## src/rtl/seg_guard_pkg.sv

```systemverilog
package seg_guard_pkg;

  typedef enum logic [1:0] {
    RIGHTS_RW  = 2'b00,
    RIGHTS_RO  = 2'b01,
    RIGHTS_XO  = 2'b10,
    RIGHTS_SYS = 2'b11
  } rights_e;

  typedef enum logic [1:0] {
    KIND_FETCH = 2'b00,
    KIND_LOAD  = 2'b01,
    KIND_STORE = 2'b10,
    KIND_BAD   = 2'b11
  } kind_e;

  // Returns 1 when the rights class forbids the reference.
  function automatic logic rights_deny(rights_e r, kind_e k, logic sup);
    logic deny;
    if (k == KIND_BAD) begin
      deny = 1'b1;
    end else begin
      unique case (r)
        RIGHTS_RW: deny = 1'b0;
        RIGHTS_RO: deny = (k == KIND_STORE);
        RIGHTS_XO: deny = (k != KIND_FETCH);
        default:   deny = !sup;
      endcase
    end
    return deny;
  endfunction

endpackage

```

## src/rtl/seg_len_bound.sv

```systemverilog
module seg_len_bound #(
  parameter int PAGE_W = 8,
  parameter int LEN_W  = 9
) (
  input  logic [PAGE_W-1:0] page,
  input  logic [LEN_W-1:0]  len,
  output logic              beyond
);
  localparam int CMP_W = (PAGE_W > LEN_W) ? PAGE_W : LEN_W;

  logic [CMP_W-1:0] page_x;
  logic [CMP_W-1:0] len_x;

  assign page_x = CMP_W'(page);
  assign len_x  = CMP_W'(len);
  assign beyond = (page_x >= len_x);
endmodule

```

## src/rtl/seg_rights_eval.sv

```systemverilog
module seg_rights_eval
  import seg_guard_pkg::*;
(
  input  logic [1:0] rights,
  input  logic [1:0] kind,
  input  logic       sup,
  output logic       deny
);
  assign deny = rights_deny(rights_e'(rights), kind_e'(kind), sup);
endmodule

```

## src/rtl/seg_verdict_stage.sv

```systemverilog
module seg_verdict_stage #(
  parameter bit REGISTERED = 1'b1
) (
  input  logic clk,
  input  logic rst_n,
  input  logic size_bad,
  input  logic rights_bad,
  output logic grant,
  output logic size_viol,
  output logic access_viol
);
  logic grant_d;
  assign grant_d = !size_bad && !rights_bad;

  generate
    if (REGISTERED) begin : g_reg
      always_ff @(posedge clk or negedge rst_n) begin
        if (!rst_n) begin
          grant       <= 1'b0;
          size_viol   <= 1'b0;
          access_viol <= 1'b0;
        end else begin
          grant       <= grant_d;
          size_viol   <= size_bad;
          access_viol <= rights_bad;
        end
      end
    end else begin : g_comb
      assign grant       = grant_d;
      assign size_viol   = size_bad;
      assign access_viol = rights_bad;
    end
  endgenerate
endmodule

```

## src/rtl/seg_guard.sv

```systemverilog
module seg_guard #(
  parameter int PAGE_W     = 8,
  parameter int LEN_W      = PAGE_W + 1,
  parameter bit REGISTERED = 1'b1
) (
  input  logic              clk,
  input  logic              rst_n,
  input  logic [LEN_W-1:0]  seg_len,
  input  logic [1:0]        seg_rights,
  input  logic [PAGE_W-1:0] acc_page,
  input  logic [1:0]        acc_kind,
  input  logic              acc_super,
  output logic              grant,
  output logic              size_viol,
  output logic              access_viol
);
  // Named internal events, visible to the bound checker.
  logic bound_hit;
  logic rights_hit;

  seg_len_bound #(.PAGE_W(PAGE_W), .LEN_W(LEN_W)) u_bound (
    .page   (acc_page),
    .len    (seg_len),
    .beyond (bound_hit)
  );

  seg_rights_eval u_rights (
    .rights (seg_rights),
    .kind   (acc_kind),
    .sup    (acc_super),
    .deny   (rights_hit)
  );

  seg_verdict_stage #(.REGISTERED(REGISTERED)) u_stage (
    .clk         (clk),
    .rst_n       (rst_n),
    .size_bad    (bound_hit),
    .rights_bad  (rights_hit),
    .grant       (grant),
    .size_viol   (size_viol),
    .access_viol (access_viol)
  );
endmodule

```

## config.mk

```make
export PLATFORM = sky130hd
export DESIGN_NAME = seg_guard
export DESIGN_NICKNAME = d
export VERILOG_FILES = /design/src/rtl/seg_guard_pkg.sv /design/src/rtl/seg_len_bound.sv /design/src/rtl/seg_rights_eval.sv /design/src/rtl/seg_verdict_stage.sv /design/src/rtl/seg_guard.sv
export SDC_FILE = /design/constraint.sdc
export NUM_CORES = 1
export LEC_CHECK = 0
export BUFFER_PORTS_ARGS = -buffer_cell sky130_fd_sc_hd__buf_2
export CAP_MARGIN = 20
export CORE_AREA = 2 2 39 41
export CTS_BUF_LIST = sky130_fd_sc_hd__clkbuf_8
export CTS_CLUSTER_DIAMETER = 200
export DETAILED_ROUTE_END_ITERATION = 16
export DIE_AREA = 0 0 41 43
export PLACE_DENSITY = 0.59
export SYNTH_ARGS = -nofsm -noshare
export SYNTH_HDL_FRONTEND = slang
export SYNTH_HIERARCHICAL = 1
export SYNTH_SLANG_ARGS = --single-unit
```

## constraint.sdc

```tcl
create_clock -name clk -period 0.85 [get_ports clk]
set_input_delay 0 -clock clk [delete_from_list [all_inputs] [get_ports clk]]
set_output_delay 0 -clock clk [all_outputs]
set_load 0.005 [all_outputs]
```

==> flow_results.org, run 1 <==
** Outcome
- The flow ran to the end, and the final reports show no timing, DRC or antenna violations.

** Drt
- In the routed layout, each cell is associated on average with a via count of 4.23.
- In this run the remaining antenna-violating nets after routing total 0.
- In the final routed layout, each cell accounts on average for 9.48 µm.
- The final layout contains routed wiring with a total length of 787 µm.
- Total number of vias :: 351
- Pre-antenna DRT Iters :: 1
- The detailed router finished its first iteration with 0 violations.
- DRC violation count after routing :: 0

** Final layout
- Footprint of the flip-flops and latches :: 75.1 µm²
- Fraction of final layout cells sized beyond drive strength 1 :: 58.2%
- Footprint of the multi-input gates :: ~260 µm²
- Counting the fill cells in the layout gives 142.
- At the end of the flow the core is filled with cells to 43.7%.
- Post-layout nets :: 100
- Final Non-Filler Cells :: 83
- Antenna diodes :: 0
- Area Overhead vs Synth :: 98.0%

** Yosys
- Sequential fraction of the synthesis area :: 24.6%
- During synthesis, Yosys emitted a total of 6 warnings.
- Count of state elements after synthesis :: 3
- Area fraction of the dominant cell type after synthesis :: 32.8%
- By area the synthesized netlist is led by sky130_fd_sc_hd__ha_1 (33%), sky130_fd_sc_hd__dfrtp_1 (25%), sky130_fd_sc_hd__inv_1 (9.8%), sky130_fd_sc_hd__nor2_1 (4.9%), sky130_fd_sc_hd__a21oi_1 (3.3%).
- The largest total area in the synthesized netlist belongs to sky130_fd_sc_hd__ha_1.
- Synthesized netlist cell count :: 35
- Among all flip-flop cells after synthesis, the most frequent one is sky130_fd_sc_hd__dfrtp_1.
- Dividing the synthesized area by the synthesized cell count gives around 8.7 µm².
- Number of synthesized flops with an enable pin :: 0
- The commonest cells after synthesis are sky130_fd_sc_hd__ha_1 (8), sky130_fd_sc_hd__inv_1 (8), sky130_fd_sc_hd__nor2_1 (4).
- Synth cell types :: 15
- Area of the mapped netlist :: 305 µm²
- After synthesis, the share of flip-flops with an asynchronous set or reset is 100%.
- The number of nets in the synthesized netlist is 67.

** Timing
- Setup violations remaining at the end of the flow were counted as 0.
- Final Slew Violations :: 0
- Relative slew margins :: approximately 85%
- Across all setup checks in the final design, the least slack found is 32.9 ps.
- The final number of hold-violating endpoints was 0.
- Setup repair after global routing missed its margin :: yes
- In the finished design, the share of the clock period the worst path needs comes to about 96%.
- Final Critical Period :: just over 800 ps
- For the pin with the worst max-slew slack, the measured transition is 218 ps.
- Total negative slack :: 0 ps
- Timing would allow up to 1220 MHz.

** Power
- Max rail drop VDD :: 0.000667 V
- Power density relative to cell area :: ~1300 nW/µm²
- Leakage power :: between 0.3 and 0.4 nW
- Total power :: 0.000799 W

** Placement
- Detailed placement ended at an HPWL of 574 µm.
- Worst setup timing slack at the placement stage :: -307 ps
- At the end of routability-driven placement, the weighted congestion stood at 0.528.
- Input and output buffers added on the ports amount to 26.
- Once placement completed, the tool counted placed cells totaling a little under 80.

** Job
- MaxCap Viol Count :: 0

** Die
- Width of the die :: a little over 40 µm
- Total die area :: 1760 µm²
- The core region is 1380 µm².
- Die outline height :: roughly 43 µm
- In this run the count of I/O pins placed on the die edge is 27.
- In this run the core area contains 14 standard-cell rows.
- Initial core utilization :: 22.1%

** Setup path
- Largest fanout of any net on the critical path :: 2
- The worst setup path is captured at a flip-flop.
- Data arrival time of the critical path :: 910 ps
- The worst setup path is of the input port to flip-flop kind.
- STA classifies the critical path startpoint as an input port.
- For the worst setup path, the data required time is about 940 ps.

** Clocking
- Worst-path clk slew :: 30 ps
- Max clock buf depth :: 2
- CTS HTree Levels :: 1
- Clock tree from TritonCTS :: built
- CTS Sinks :: 3
- Counting the buffers created by CTS gives 3.
- Clk root buf :: sky130_fd_sc_hd__clkbuf_8

** GRT
- Global route overflow :: 0
- Pin count of the biggest net entering global routing :: 4
- The number of global-route vias before repair was about 310.
- Number of antenna violations at the first check in global routing :: 0
- Global routing used 8.63% of the available tracks across all layers.
- The first global-routing pass estimated roughly 960 µm of wire.

** Worst hold path
- The path class of the tightest hold or removal check is input port to flip-flop.
==> cells by family (layout without fill, tap and decap cells) <==
logic type	Yosys count	after routing	synth area share [%]
buffers and inverters	8	40	9.84
flip-flops	3	3	24.6
AND/OR/NAND/NOR	8	8	13.5
adder cells (fa/ha/maj)	8	8	32.8
AO/OA/AOI/OAI	8	8	19.3
==> power by group <==
| part | leakage (nW) | total, W | switching, W | internal, W |
|---|---|---|---|---|
| logic | 0.268 | 0.000242 | 0.000103 | 0.000139 |
| clock network | 0.0269 | 0.000396 | 0.0000887 | 0.000307 |
| registers | 0.0369 | 0.000161 | 0.00000275 | 0.000159 |
==> placed cells by master, fill, tap and decap left out, types with 2 or more instances in the layout <==
cell type                  Yosys  layout
sky130_fd_sc_hd__ha_1          8       6
sky130_fd_sc_hd__inv_2         0       2
sky130_fd_sc_hd__dfrtp_1       3       3
sky130_fd_sc_hd__ha_4          0       2
sky130_fd_sc_hd__nor2_1        4       4
sky130_fd_sc_hd__clkbuf_8      0       3
sky130_fd_sc_hd__buf_2         0      24
sky130_fd_sc_hd__inv_1         8       6
sky130_fd_sc_hd__a21oi_1       2       2
==> stage by stage <==
step	area [µm²]	hold WS, ps
after CTS	552	67.6
after detailed placement	485	-203
after floorplan	335	-296
after global routing	604	93.2
final	604	66.2
after global placement	485	-204
==> path summary, 6_finish.rpt <==
| kind | startpoint | endpoint | slack (ps) | cells past startpoint |
|---|---|---|---|---|
| min | seg_rights[0] | u_stage/access_viol | 70 | 2 |
| max in group asynchronous | rst_n | u_stage/size_viol | 630 | 2 |
| min in group asynchronous | rst_n | u_stage/access_viol | 110 | 2 |
| max | seg_len[6] | u_stage/grant | 30 | 7 |
==> flip-flops by register name, summed over array words and instances (netlist names) <==
register	cells
u_stage/access_viol	1
u_stage/grant	1
u_stage/size_viol	1
==> worst max-delay path: stages <==
cell and delay (ps):
sky130_fd_sc_hd__buf_8 90, sky130_fd_sc_hd__inv_12 30, sky130_fd_sc_hd__ha_4 250, sky130_fd_sc_hd__a211oi_2 50, sky130_fd_sc_hd__o32a_1 340, sky130_fd_sc_hd__o31ai_2 70
sky130_fd_sc_hd__nor2_1 70
==> what timing repair did <==
action	4_1_cts	5_1_grt
hold endpoints to repair	3	0
setup buffers	0	1
endpoints found under the setup margin	1	1
hold buffers	1	0
pin swaps	1	7
gates cloned	0	0
gates resized for setup	3	8
==> final cells by class <==
type	instances	area share, %
multi-input combinational	24	42.7
inverter	8	7.04
timing repair buffer	28	27.1
clock inverter	1	0.621
sequential	3	12.4
clock buffer	3	6.83
tap	16	3.31
==> layer usage <==
| metal | vias to the layer above | share of wire, % | wire, µm | GRT usage (%) |
|---|---|---|---|---|
| li1 | 186 | - | - | - |
| met1 | 148 | 36 | 282 | 7.69 |
| met2 | 17 | 55 | 430 | 12.8 |
| met3 | 0 | 9.4 | 74 | 3.14 |
| met4 | 0 | 0 | 0 | 10.0 |
| met5 | - | 0 | 0 | 0 |
(Power assumes the default switching activity.)
==> run 2: changes to the inputs <==
PLACE_DENSITY = 0.61   (was 0.59)
SYNTH_HIERARCHICAL = unset   (was 1)
==> run 2 against run 1 <==
The flow now finishes with violations (setup timing). Flip-flop and latch count is the same. Non-clock buffer count fell by 1. Clock-buffer cell count is the same. Global-route usage grew 1.1 points. Sequential power about the same. Critical path type unchanged. Largest power group unchanged.
==> flow_results.org, run 2 <==
** Final layout
- The number of nets at the end of the flow came to 101 (+1.0%).
- The library cells used most frequently in the layout, excluding fill and tap cells, are sky130_fd_sc_hd__buf_2 (25), sky130_fd_sc_hd__inv_1 (10), sky130_fd_sc_hd__ha_1 (6).
- Antenna diodes :: 0 (unchanged)
- Fraction of the core area covered by cells at the end of the flow :: 40.1% (-3.6 points)
- The share of layout cells above drive strength 1 is 50.0% (-8.2 points).
- Biggest regs :: u_stage.access_viol (1), u_stage.grant (1), u_stage.size_viol (1)
- The library cell used most frequently in the layout, excluding fill and tap cells, is sky130_fd_sc_hd__buf_2.
- The number of filler instances in the final layout is 151 (+6.3%).
- The final standard cell count with taps included and fillers excluded came to 84 (+1.2%).
- Area Overhead vs Synth :: 71.7%

** Yosys
- Count of state elements after synthesis :: 3 (unchanged)
- Top FF cell, synth :: sky130_fd_sc_hd__dfrtp_1
- Library cell with the highest instance count after synthesis :: sky130_fd_sc_hd__inv_1
- Synthesized netlist cell count :: 37 (+5.7%)
- Number of synthesized flops with an enable pin :: 0 (unchanged)
- The warning count from the yosys run came to 0 (-6).
- sky130_fd_sc_hd__ha_1 takes more of the synthesized area than any other cell.
- Top cells by area in the synthesized netlist :: sky130_fd_sc_hd__ha_1 (31%), sky130_fd_sc_hd__dfrtp_1 (23%), sky130_fd_sc_hd__inv_1 (12%), sky130_fd_sc_hd__a21oi_1 (4.7%), sky130_fd_sc_hd__a221oi_2 (4.7%)
- Sorting the synthesized cells by how often they occur yields sky130_fd_sc_hd__inv_1 (10), sky130_fd_sc_hd__ha_1 (8), sky130_fd_sc_hd__a21oi_1 (3), sky130_fd_sc_hd__dfrtp_1 (3), sky130_fd_sc_hd__nor2_1 (2).
- The synthesized area divided by synthesized cell count is 8.72 µm² (about the same).
- Area of the mapped netlist :: 323 µm² (+5.7%)
- Area fraction of the dominant cell type after synthesis :: 31.0% (-1.8 points)
- The sequential cell area fraction in the yosys report came to 23.3% (-1.3 points).
- The count of unique library cells instantiated by Yosys was 16 (+1).
- Share of flip-flops with an asynchronous set or reset after synthesis :: 100% (unchanged)
- Syn nets :: 69 (+3.0%)

** Worst hold path
- In this run the most critical hold path is launched from seg_rights[0].
- Class of the tightest hold or removal check :: input port to flip-flop
- The number of stages on the worst hold path came to 2 (unchanged).

** Clocking
- Num CTS Buffers :: 3 (unchanged)
- The number of setup buffers added after CTS is 0 (unchanged).
- Clk root buf :: sky130_fd_sc_hd__clkbuf_8
- TritonCTS built the clock tree.
- CTS Sinks :: 3 (unchanged)
- Max clock buf depth :: 2 (unchanged)
- The register clock-pin slew on the reported worst setup and hold paths was 30 ps (about the same).
- CTS HTree Levels :: 1 (unchanged)

** Timing
- The highest clock frequency the design can meet is 1120 MHz (-8.6%).
- Final critical-path share of the clock period :: 105% (+9.1 points)
- The total of endpoints with negative setup slack in the final report was 2 (+2).
- The relative max-transition margin was 85.4% (about the same).
- Transition at the pin with the smallest max-transition slack :: 217 ps (-1.14 ps)
- The final max-slew violation count is 0 (unchanged).
- The final number of hold-violating endpoints came to 0 (unchanged).
- The final hold slack came to 67.7 ps (+1.43 ps).
- Setup repair after global routing missed its margin :: yes
- Final Critical Period :: 894 ps (+77.2 ps)
- The post-layout worst setup margin is -44.3 ps (-77.2 ps).

** Power
- Fraction of power spent switching nets :: 23.5% (-0.83 points)
- Max rail drop VDD :: 0.000393 V (-41%)
- Fraction of power consumed by combinational cells :: 25.8% (-4.5 points)
- The overall power was 0.000748 W (-6.4%).
- Internal Dissipation :: 0.000572 W (-5.3%)
- Power density relative to cell area :: 1350 nW/µm² (+2.1%)
- The clock power share came to 52.8% (+3.3 points).
- The leakage power is 0.314 nW (-5.3%).
- The switching power was 0.000176 W (-9.6%).
- The sequential fraction of design power is 21.4% (+1.2 points).

** Die
- The core box area was 1380 µm² (unchanged).
- Die outline height :: 43 µm (unchanged)
- The initial core utilization is 23.3% (+1.3 points).
- Width of the die :: 41 µm (unchanged)
- The placement row count came to 14 (unchanged).
- The number of top-level pins is 27 (unchanged).
- The floorplan die area came to 1760 µm² (unchanged).

** Placement
- Placed cell count :: 79 (+2.6%)
- Worst setup timing slack at the placement stage :: -346 ps (-39.3 ps)
- The final HPWL from detailed placement came to 635 µm (+11%).
- The number of I/O port buffers is 26 (unchanged).
- Placer congestion estimate :: 0.561 (+6.2%)

** GRT
- Total routing usage reported by global routing :: 9.72% (+1.1 points)
- The initial antenna violation count was 0 (unchanged).
- Pin count of the biggest net entering global routing :: 4 (unchanged)
- Global route overflow :: 0 (unchanged)
- The global-route wire length before repair is 1.17 mm (+22%).
- Via count of the first global-routing pass :: 339 (+8.3%)

** Drt
- The post-detailed-routing wire length came to 700 µm (-11%).
- The number of nets with antenna violations after routing came to 0 (unchanged).
- The number of detailed-route iterations in the first pass was 1 (unchanged).
- Total number of vias :: 366 (+4.3%)
- Drt via density :: 4.36 (+3.0%)
- DRC violation count after routing :: 0 (unchanged)
- DRT iter0 DRCs :: 0 (unchanged)
- The detailed-route wire length per cell was 8.33 µm (-12%).

** Setup path
- Largest fanout of any net on the critical path :: 2 (unchanged)
- Kind of critical path :: input port to flip-flop
- The signal on the critical path passes through buf_6 > inv_6 > ha_4 > a211o_1 > a21oi_2 > a221oi_2 > or2_1.
- The worst setup path is launched from an input port.
- Start point of the critical path :: seg_len[4]
- Cell with the largest stage delay on the worst path :: sky130_fd_sc_hd__a211o_1
- STA classifies the critical path endpoint as a flip-flop.
- Crit path largest cell delay :: 260 ps (-80 ps)
- Data required, critical path :: 940 ps (about the same)
- Data arrival time of the critical path :: 990 ps (+80 ps)

** Job
- The number of violations of the max-capacitance limit came to 0 (unchanged).

** Outcome
- Status :: complete, but fails checks
- Violations in the final reports :: setup timing
## run 2: final cells by class
| type | count | area [µm²] | area share, % |
|---|---|---|---|
| inverter | 10 | 42.5 | 7.67 |
| clock inverter | 1 | 3.75 | 0.677 |
| sequential | 3 | 75.1 | 13.5 |
| timing repair buffer | 27 | 146 | 26.4 |
| tap | 16 | 20.0 | 3.61 |
| clock buffer | 3 | 41.3 | 7.45 |
| multi-input combinational | 24 | 225 | 40.6 |
## run 2: path summary, 6_finish.rpt
path                                        to  slack (ps)
worst min-delay path       u_stage.access_viol          70
max in group asynchronous    u_stage.size_viol         640
min in group asynchronous        u_stage.grant         110
worst max-delay path         u_stage.size_viol         -40
## run 2: worst max-delay path: cells and delay by family
family | cells | cell delay [ps]
compound gates | 3 | 440
simple gates | 1 | 210
buf+inv | 2 | 140
fa+ha+maj | 1 | 190
## run 2: logic make-up (layout without fill, tap and decap cells)
kind of cell | count (synthesis) | in the layout | share of synthesized area (%)
buffers and inverters | 10 | 41 | 11.6
AO/OA/AOI/OAI | 9 | 9 | 21.7
adder cells (fa/ha/maj) | 8 | 8 | 31.0
AND/OR/NAND/NOR | 7 | 7 | 12.4
flip-flops | 3 | 3 | 23.3
## run 2: timing repair
item | 4_1_cts | 5_1_grt
hold buffers | 1 | 0
gates resized for setup | 3 | 0
setup endpoints to repair | 2 | 2
pin swaps | 4 | 0
hold endpoints to repair | 3 | 0
## run 2: layer usage
metal	vias up	global-route usage, %	share of wire (%)
met4	0	6.00	0
li1	192	-	-
met2	18	15.9	50
met5	-	0	0
met3	0	1.57	11
met1	156	10.9	38
## run 2: power groups by stage
stage               Sequential (W)  Clock (W)  Combinational [W]
finish                    0.000160   0.000395           0.000193
global route              0.000163   0.000412           0.000224
CTS                       0.000161   0.000403           0.000197
detailed placement        0.000162          0           0.000186
global placement          0.000162          0           0.000180
floorplan                 0.000166          0          0.0000910
## run 2: per-stage QoR
stage / cell area, µm² / TNS (ps)
finish: 554 / -49.4
CTS: 554 / -48.1
floorplan: 340 / -209
detailed placement: 490 / -622
global placement: 490 / -542
global route: 554 / -159
